File: src/rtl/cfgrd_pkg.sv
package cfgrd_pkg;
  localparam int unsigned PAGE_SEL_W = 2;
  localparam int unsigned PAGE_COUNT = 1 << PAGE_SEL_W;

  // Page configuration captured while the counter is held in reset.
  typedef struct packed {
    logic                  paged;
    logic [PAGE_SEL_W-1:0] idx;
  } page_cfg_t;
endpackage

File: src/rtl/cfgrd_bitmem.sv
module cfgrd_bitmem #(
  parameter int unsigned ADDR_W = 10
) (
  input  logic              clk,
  input  logic              wr_en,
  input  logic [ADDR_W-1:0] wr_addr,
  input  logic              wr_bit,
  input  logic [ADDR_W-1:0] rd_addr,
  output logic              rd_bit
);
  localparam int unsigned DEPTH = 1 << ADDR_W;

  logic cells [DEPTH];

  // Storage array: written synchronously, read asynchronously.
  always_ff @(posedge clk) begin
    if (wr_en) begin
      cells[wr_addr] <= wr_bit;
    end
  end

  assign rd_bit = cells[rd_addr];
endmodule

File: src/rtl/cfgrd_addr_ctr.sv
module cfgrd_addr_ctr
  import cfgrd_pkg::*;
#(
  parameter int unsigned ADDR_W = 10
) (
  input  logic              clk,
  input  logic              rst_n,
  input  logic              load,     // counter reset request (oe_rst low)
  input  logic              adv,      // device selected and reading
  input  page_cfg_t         cfg_in,
  output logic [ADDR_W-1:0] ptr,
  output logic              done
);
  localparam int unsigned PW = ADDR_W - PAGE_SEL_W;

  logic [ADDR_W-1:0] ptr_q, ptr_d;
  logic              done_q, done_d;
  page_cfg_t         cfg_q, cfg_d;
  logic [ADDR_W-1:0] first_live, first_q, last_q;
  logic              upd;

  // Region bounds: the start comes from the live inputs, the end from the latched copy.
  assign first_live = cfg_in.paged ? {cfg_in.idx, {PW{1'b0}}} : '0;
  assign first_q    = cfg_q.paged  ? {cfg_q.idx,  {PW{1'b0}}} : '0;
  assign last_q     = cfg_q.paged  ? {cfg_q.idx,  {PW{1'b1}}} : '1;

  assign upd = load | (adv & ~done_q);

  always_comb begin
    ptr_d  = ptr_q;
    done_d = done_q;
    cfg_d  = cfg_q;
    if (load) begin
      ptr_d  = first_live;
      done_d = 1'b0;
      cfg_d  = cfg_in;
    end else if (adv && !done_q) begin
      if (ptr_q == last_q) begin
        done_d = 1'b1;
      end else begin
        ptr_d = ptr_q + ADDR_W'(1);
      end
    end
  end

  always_ff @(posedge clk or negedge rst_n) begin
    if (!rst_n) begin
      ptr_q  <= '0;
      done_q <= 1'b0;
      cfg_q  <= '0;
    end else if (upd) begin
      ptr_q  <= ptr_d;
      done_q <= done_d;
      cfg_q  <= cfg_d;
    end
  end

  assign ptr  = ptr_q;
  assign done = done_q;

  // the counter stays inside the latched region.
  p_in_region_r6: assert property (@(posedge clk) disable iff (!rst_n)
    (ptr_q >= first_q) && (ptr_q <= last_q));

  // each enabled edge below the region end advances by one.
  p_step_r4: assert property (@(posedge clk) disable iff (!rst_n)
    (!load && adv && !done_q && ptr_q != last_q) |=> (ptr_q == $past(ptr_q) + ADDR_W'(1)));

  // the counter freezes while deselected, in standby or in programming mode.
  p_hold_idle_r2: assert property (@(posedge clk) disable iff (!rst_n)
    (!load && !adv) |=> ($stable(ptr_q) && $stable(done_q)));

  // the page settings change only during a counter reset.
  p_cfg_frozen_r7: assert property (@(posedge clk) disable iff (!rst_n)
    !load |=> $stable(cfg_q));

  // exhaustion is sticky until the next reset pulse.
  p_done_sticky_r8: assert property (@(posedge clk) disable iff (!rst_n)
    (!load && done_q) |=> done_q);
endmodule

File: src/rtl/cfgrd_out_ctl.sv
module cfgrd_out_ctl (
  input  logic oe_rst,
  input  logic cs_n,
  input  logic ser_en,
  input  logic done,
  input  logic mem_bit,
  output logic adv,
  output logic data,
  output logic data_oe,
  output logic casc
);
  logic selected;

  // Reading is possible only outside programming mode, with chip select low and reset released.
  assign selected = oe_rst & ~cs_n & ser_en;
  assign adv      = selected;
  assign data_oe  = selected & ~done;
  assign data     = data_oe & mem_bit;
  assign casc     = done;
endmodule

File: src/rtl/paged_cfg_reader.sv
module paged_cfg_reader
  import cfgrd_pkg::*;
#(
  parameter int unsigned ADDR_W = 10
) (
  input  logic              clk,
  input  logic              rst_n,
  input  logic              oe_rst_i,
  input  logic              cs_n_i,
  input  logic              ser_en_i,
  input  logic              page_en_i,
  input  logic [1:0]        page_sel_i,
  input  logic              wr_en_i,
  input  logic [ADDR_W-1:0] wr_addr_i,
  input  logic              wr_bit_i,
  output logic              data_o,
  output logic              data_oe_o,
  output logic              casc_o
);
  logic [ADDR_W-1:0] ptr;
  logic              done;
  logic              adv;
  logic              mem_bit;
  page_cfg_t         cfg_in;

  assign cfg_in.paged = page_en_i;
  assign cfg_in.idx   = page_sel_i;

  cfgrd_bitmem #(.ADDR_W(ADDR_W)) u_mem (
    .clk     (clk),
    .wr_en   (wr_en_i),
    .wr_addr (wr_addr_i),
    .wr_bit  (wr_bit_i),
    .rd_addr (ptr),
    .rd_bit  (mem_bit)
  );

  cfgrd_addr_ctr #(.ADDR_W(ADDR_W)) u_ctr (
    .clk    (clk),
    .rst_n  (rst_n),
    .load   (~oe_rst_i),
    .adv    (adv),
    .cfg_in (cfg_in),
    .ptr    (ptr),
    .done   (done)
  );

  cfgrd_out_ctl u_out (
    .oe_rst  (oe_rst_i),
    .cs_n    (cs_n_i),
    .ser_en  (ser_en_i),
    .done    (done),
    .mem_bit (mem_bit),
    .adv     (adv),
    .data    (data_o),
    .data_oe (data_oe_o),
    .casc    (casc_o)
  );

  // the driver is off once the handoff has happened.
  p_casc_float_r8: assert property (@(posedge clk) disable iff (!rst_n)
    casc_o |-> !data_oe_o);

  // the output floats while the counter is held in reset.
  p_reset_float_r1: assert property (@(posedge clk) disable iff (!rst_n)
    !oe_rst_i |-> (!data_oe_o && !data_o));

  // programming mode never drives the data pin.
  p_prog_float_r3: assert property (@(posedge clk) disable iff (!rst_n)
    !ser_en_i |-> !data_oe_o);

  // a deselected device never drives the data pin.
  p_cs_float_r2: assert property (@(posedge clk) disable iff (!rst_n)
    cs_n_i |-> !data_oe_o);
endmodule

File: config.mk
export PLATFORM = sky130hd
export DESIGN_NAME = paged_cfg_reader
export DESIGN_NICKNAME = d
export VERILOG_FILES = /design/src/rtl/cfgrd_pkg.sv /design/src/rtl/cfgrd_bitmem.sv /design/src/rtl/cfgrd_addr_ctr.sv /design/src/rtl/cfgrd_out_ctl.sv /design/src/rtl/paged_cfg_reader.sv
export SDC_FILE = /design/constraint.sdc
export NUM_CORES = 1
export LEC_CHECK = 0
export ABC_AREA = 0
export BUFFER_PORTS_ARGS = -buffer_cell sky130_fd_sc_hd__buf_2
export CELL_PAD_IN_SITES_DETAIL_PLACEMENT = 1
export CELL_PAD_IN_SITES_GLOBAL_PLACEMENT = 1
export CORE_ASPECT_RATIO = 1.75
export CORE_UTILIZATION = 50
export CTS_BUF_LIST = sky130_fd_sc_hd__clkbuf_8
export CTS_CLUSTER_SIZE = 30
export DETAILED_ROUTE_END_ITERATION = 7
export PLACE_DENSITY_LB_ADDON = 0.1
export RECOVER_POWER = 50
export SKIP_CTS_REPAIR_TIMING = 1
export SYNTH_ARGS = -nofsm -noshare
export SYNTH_HDL_FRONTEND = slang
export SYNTH_SLANG_ARGS = --single-unit
File: constraint.sdc
create_clock -name clk -period 6.3 [get_ports clk]
set_input_delay 0.315 -clock clk [delete_from_list [all_inputs] [get_ports clk]]
set_output_delay 0.315 -clock clk [all_outputs]
set_load 0.03 [all_outputs]
; Yosys cells after proc, flatten, opt, wreduce, memory -nomap -nowiden
; Memories as Yosys holds them, arrays and structs flattened.
; Cells that the tools add are included.
[totals]
ff_bits = 14
ram_bits = 1024
inputBits = 20
word_cells = 33
n_memories = 1
[op_classes]
add_sub_neg = 1
eq_ne = 4
muxes = 10
bitwise_logic = 8
reduce_logical = 5
[mem_list]
columns = memory, depth, word_bits, read_ports, rd_clocked_by_memory_dff, wr, line
row1 = u_mem.cells, 1024, 1, 1, 0, 1, cfgrd_bitmem.sv:13  ; logic cells [DEPTH];
[op_table]
columns = operator, count
row1 = two-way mux 10 bit, 5
row2 = "adder 10 x 1 -> 10 bit, second input constant", 1
row3 = == test 10 bit, 1
row4 = AND reduction 3 bit, 2
row5 = two-way mux 1 bit, 5
row6 = AND 1 bit, 4
row7 = "inequality test 2 x 1 -> 1 bit, second input constant", 2
row8 = inverter 1 bit, 3
row9 = "inequality test 2 bit, second input constant", 1
row10 = AND reduction 2 bit, 1
row11 = logical AND 1 bit, 1
row12 = logical NOT 1 bit, 1
row13 = bitwise OR 1 bit, 1

; Longest topological paths before layout
[logic_depth]
depth_word = 6
mapped_depth = 14

; Hierarchy
; Synthesis repeated with hierarchy kept, for this count alone.
[unflattened]
hier_cells = 3200
area_unflattened_um2 = 45456.1
[modules_own_cells]
columns = module, n_inst, cells_per_inst, area_per_inst_um2
row1 = cfgrd_bitmem, 1, 3111, 44636.6
row2 = cfgrd_addr_ctr, 1, 83, 782.0
row3 = cfgrd_out_ctl, 1, 5, 33.8
row4 = paged_cfg_reader, 1, 1, 3.8

; Worst setup path before layout
; No wires, ideal clock.
[synth_path]
path_type = register -> output
from = reg u_ctr.ptr_q[0] (netlist: u_ctr.ptr[0])
to = out data_o
arrival_ns = 2.517
setup_slack_ns = 3.468
stages_incl_launch_ff = 10
path_buffers = 4
cell_sequence = dfrtp_1 buf_6 buf_12 buf_12 buf_6 mux4_2 mux4_2 o2111ai_1 a32oi_1 a2bb2o_4
[synth_via]
elab_chain_cells = 2
[synth_lines]
columns = element, line
row1 = start: declaration, cfgrd_addr_ctr.sv:16  ; logic [ADDR_W-1:0] ptr_q, ptr_d;
row2 = start signal: assignment, cfgrd_addr_ctr.sv:52  ; ptr_q <= ptr_d;
row3 = memory (1024 x 1 bit), n/a
row4 = AND 1 bit, cfgrd_out_ctl.sv:18  ; assign data = data_oe & mem_bit;
row5 = end: declaration, paged_cfg_reader.sv:16  ; output logic data_o,
; Every way passes these cells.

; Worst setup path in the final report
[layout_path]
from = reg u_ctr.ptr_q[2] (netlist: u_ctr.ptr[2])
to = out data_o
; The elaborated chain is that of the path after synthesis.

==> implementation parameters <==
Parameter                              Value

Status
  Result of the run    finished with violations
  Violated checks    capacitance limit, slew limit

Critical path
  Master of the slowest instance on the critical path    dfrtp_4
  Crit start category    register
  Critical path arrival    5.08 ns
  Capturing point of the worst reg2reg path    u_ctr.ptr[9]
  Type of destination of the critical path    output port
  Highest cell delay on the worst timing path    about 0.95 ns
  Number of cells traversed by the worst register-to-register path    9
  Critical path buffers and inverters    2
  Source of the worst register-to-register timing path    u_ctr.ptr[0]
  Register-to-register setup slack    approximately 2.3 ns
  Ordered list of cells on the worst path    buf_4, mux4_2, nor2b_1, a211oi_1, a2111oi_1, a2111oi_2, o2111ai_1, nand2_1, a2bb2o_4, buf_2
  Cell family with most CP delay    compound AO/OA/AOI/OAI gates
  Required time of the critical path    5.98 ns
  Largest fanout of any net on the critical path    41
  Startpoint-to-endpoint class of the critical path    register to output port

Logic synthesis
  Most common flop cell mapped by yosys    edfxtp_1
  Syn. warnings    0
  Mapped Avg Cell Area    14.1 um2
  Mapped cell area    45500 um2
  Post-synthesis cell type count    74
  Ys async rst share    1.35%
  Part of the Yosys area used for sequential elements    68.3%
  Mapped Nets    3238
  FF+latch count, synth    roughly 1000
  Count of flip-flops with a built-in enable after synthesis    1024
  Synthesized netlist cell count    3217

Floorplanning
  Total core area    approximately 90000 um2
  Die height    401 um
  Width of the die    230 um
  Number of top-level design ports    23
  Effective utilization at floorplan    between 50% and 60%
  Die area    92300 um2
  Floorplan row count    146

Routing
  Number of iterations in the first detailed-routing pass    5
  Routed Wire Length    roughly 150 mm
  Number of vias per cell after detailed routing    6.34
  Vias post-DR    28316
  DRC violation count after routing    0
  Number of nets still failing antenna checks after routing    0
  Detailed router's first-iteration violation count    2840
  Wirelength per Cell    32.6 um

Clocking
  Buffer depth of the longest clock path    3
  TritonCTS Buffers    approximately 150
  H-tree level count    4
  Clock Sink Count    1038
  Clock root buffer    clkbuf_8
  Latest clock arrival within the worst-skew pair    0.86 ns
  TritonCTS clock tree    built
  Clock slew at reported path FFs    0.07 ns

STA
  Final hold violations    0
  Top achievable clock speed    0.185 GHz
  RSZ-0062 raised after global routing    no
  Largest clock skew in the final design    0.0281 ns
  Final Critical Period    approximately 5.4 ns
  Max_slew headroom    -241%
  Worst-margin pin slew    5.11 ns
  Setup-violating endpoint count in the final report    0
  Max-slew violation count    1359
  Post-Route Setup TNS    0 ns
  Tcrit/Tclk final    85.7%

Min path
  End of the worst hold path    u_mem.cells[799]
  Start point of the worst min-delay path    wr_addr_i[4]
  Worst Hold Class    primary input to register
  Worst hold path cell count    3

Layout
  Number of nets in the finished design    3191
  Finished Cell Area    ~50000 um2
  Fillers    around 8800
  Area growth, synth to finish    7.94%
  Fraction of final layout cells with drive strength greater than 1    between 15 and 20%

Place
  IO buf count    22
  Area after detailed placement    between 40000 and 50000 um2
  HPWL Detailed    between 80 and 90 mm
  GPL Wtd Cong    about 0.82

Global routing
  First-pass GRT wire length    between 200 and 250 mm
  Total global routing overflow    0
  Vias in the first global route    30210
  Initial antenna violation count    2
  Global-route total usage across every layer    32.1%
  Maximum number of pins on one net before global-route repair    278

Power
  Worst voltage drop across the vdd grid    0.200 mV
  Static Leakage    approximately 14 nW
  Pwr/cell area    269 nW/um2

Run
  Total of max-cap violations    22
==> kinds of logic (layout without fill, tap and decap cells) <==
logic type / count (synthesis) / after routing / synth area share [%]
AND/OR/NAND/NOR: 1288 / 1288 / 11.3
flip-flops: 1038 / 1038 / 68.3
multiplexers: 351 / 351 / 13.2
buffers and inverters: 321 / 386 / 3.46
AO/OA/AOI/OAI: 208 / 208 / 3.44
XOR/XNOR: 10 / 10 / 0.192
adder cells (fa/ha/maj): 1 / 1 / 0.0275
other: 0 / 2 / 0
==> registers in the layout (all words and copies together), names as in the netlist <==
signal and count:
u_ctr.done 1, u_ctr.cfg_q 3, u_mem.cells 1024, u_ctr.ptr 10
==> synth_stat cells, types with 4 or more instances <==
cell          n  area [um2]
o21ai_0      15        75.1
edfxtp_1   1024       30700
nand2b_1     10        62.6
a2111oi_0     6        52.6
dfrtp_1      14         350
buf_12        6         120
buf_1        56         210
xnor2_1       8        70.1
buf_8         7         105
a21oi_1      31         155
and3b_1       4        35.0
o21ai_1       4        20.0
nand3_1      42         210
clkbuf_1    193         724
o22ai_1      13        81.3
a221oi_1     26         228
nor2_1     1048        3930
a31oi_1      12        75.1
o2111ai_1     5        43.8
buf_6        19         214
buf_4         5        37.5
nor2b_1      19         119
o221ai_1     13         114
mux2_2       19         214
and3_1        5        31.3
o211ai_1      5        37.5
buf_2        26         130
nor3b_1       7        52.6
mux4_2      199        4480
nand2_1     102         383
a211oi_1      8        60.1
a22oi_1      31         233
inv_1         7        26.3
nand4_1       7        43.8
and2_1       14        87.6
mux2i_1     132        1320
nor3_1       14        70.1
==> per-stage QoR <==
stage	instances	hold slack, ns	util [%]	setup slack (ns)	total power [W]
global route	4467	0.000624	54.4	0.666	0.0136
CTS	4452	-0.631	54.5	0.816	0.0133
floorplan	3217	0.0194	-	3.47	0.00807
finish	4468	0.00963	54.4	0.903	0.0132
global placement	4184	0.303	51.5	1.78	0.00828
detailed placement	4184	0.310	51.5	1.76	0.00830
==> worst max path at each step <==
stage	cells after the start	slack [ns]	from	end
after global placement	11	1.78	u_ctr.ptr[0]	data_o
after detailed placement	10	1.76	u_ctr.ptr[0]	data_o
after floorplan	9	3.47	u_ctr.ptr[0]	data_o
after global routing	11	0.67	u_ctr.ptr[0]	data_o
after CTS	10	0.82	u_ctr.ptr[0]	data_o
final	10	0.90	u_ctr.ptr[2]	data_o
==> layout make-up <==
type	count	area, um2	area share, %
timing repair buffer	109	810	1.65
clock inverter	108	489	0.996
antenna	2	5.00	0.0102
inverter	9	33.8	0.0688
tap	1184	1480	3.02
clock buffer	160	2200	4.48
sequential	1038	31100	63.3
multi-input combinational	1858	13000	26.5
==> layout by cell type (no fill, tap or decap), types with 26 or more instances in the layout <==
| cell type | n |
|---|---|
| mux4_2 | 199 |
| a21oi_1 | 31 |
| buf_4 | 48 |
| inv_1 | 57 |
| edfxtp_1 | 1024 |
| clkinv_1 | 32 |
| mux2i_1 | 132 |
| a22oi_1 | 31 |
| a221oi_1 | 26 |
| nor2_1 | 1047 |
| clkbuf_8 | 160 |
| nand2_1 | 100 |
==> routing by layer <==
layer  track usage (%)  part of all wire, %
met1              38.2                   36
met2              55.9                   52
met3              5.65                  6.8
met4              15.8                  5.2
met5                 0                    0
==> worst register-to-register path: stages (launching register included) <==
cell and delay (ns):
dfrtp_4 0.68, buf_12 0.34, ha_1 0.57, and2_1 0.20
a31oi_1 0.58, and3_1 0.42, nand3_1 0.14, xnor2_1 0.18
a22o_1 0.23, dlygate4sd3_1 0.56
==> report_power, final <==
part	internal [W]	total, W	switching [W]
clock	0.00236	0.00503	0.00267
combinational	0.000172	0.000547	0.000376
sequential	0.00762	0.00763	0.0000146
No activity file was read; power rests on OpenSTA's default activity.
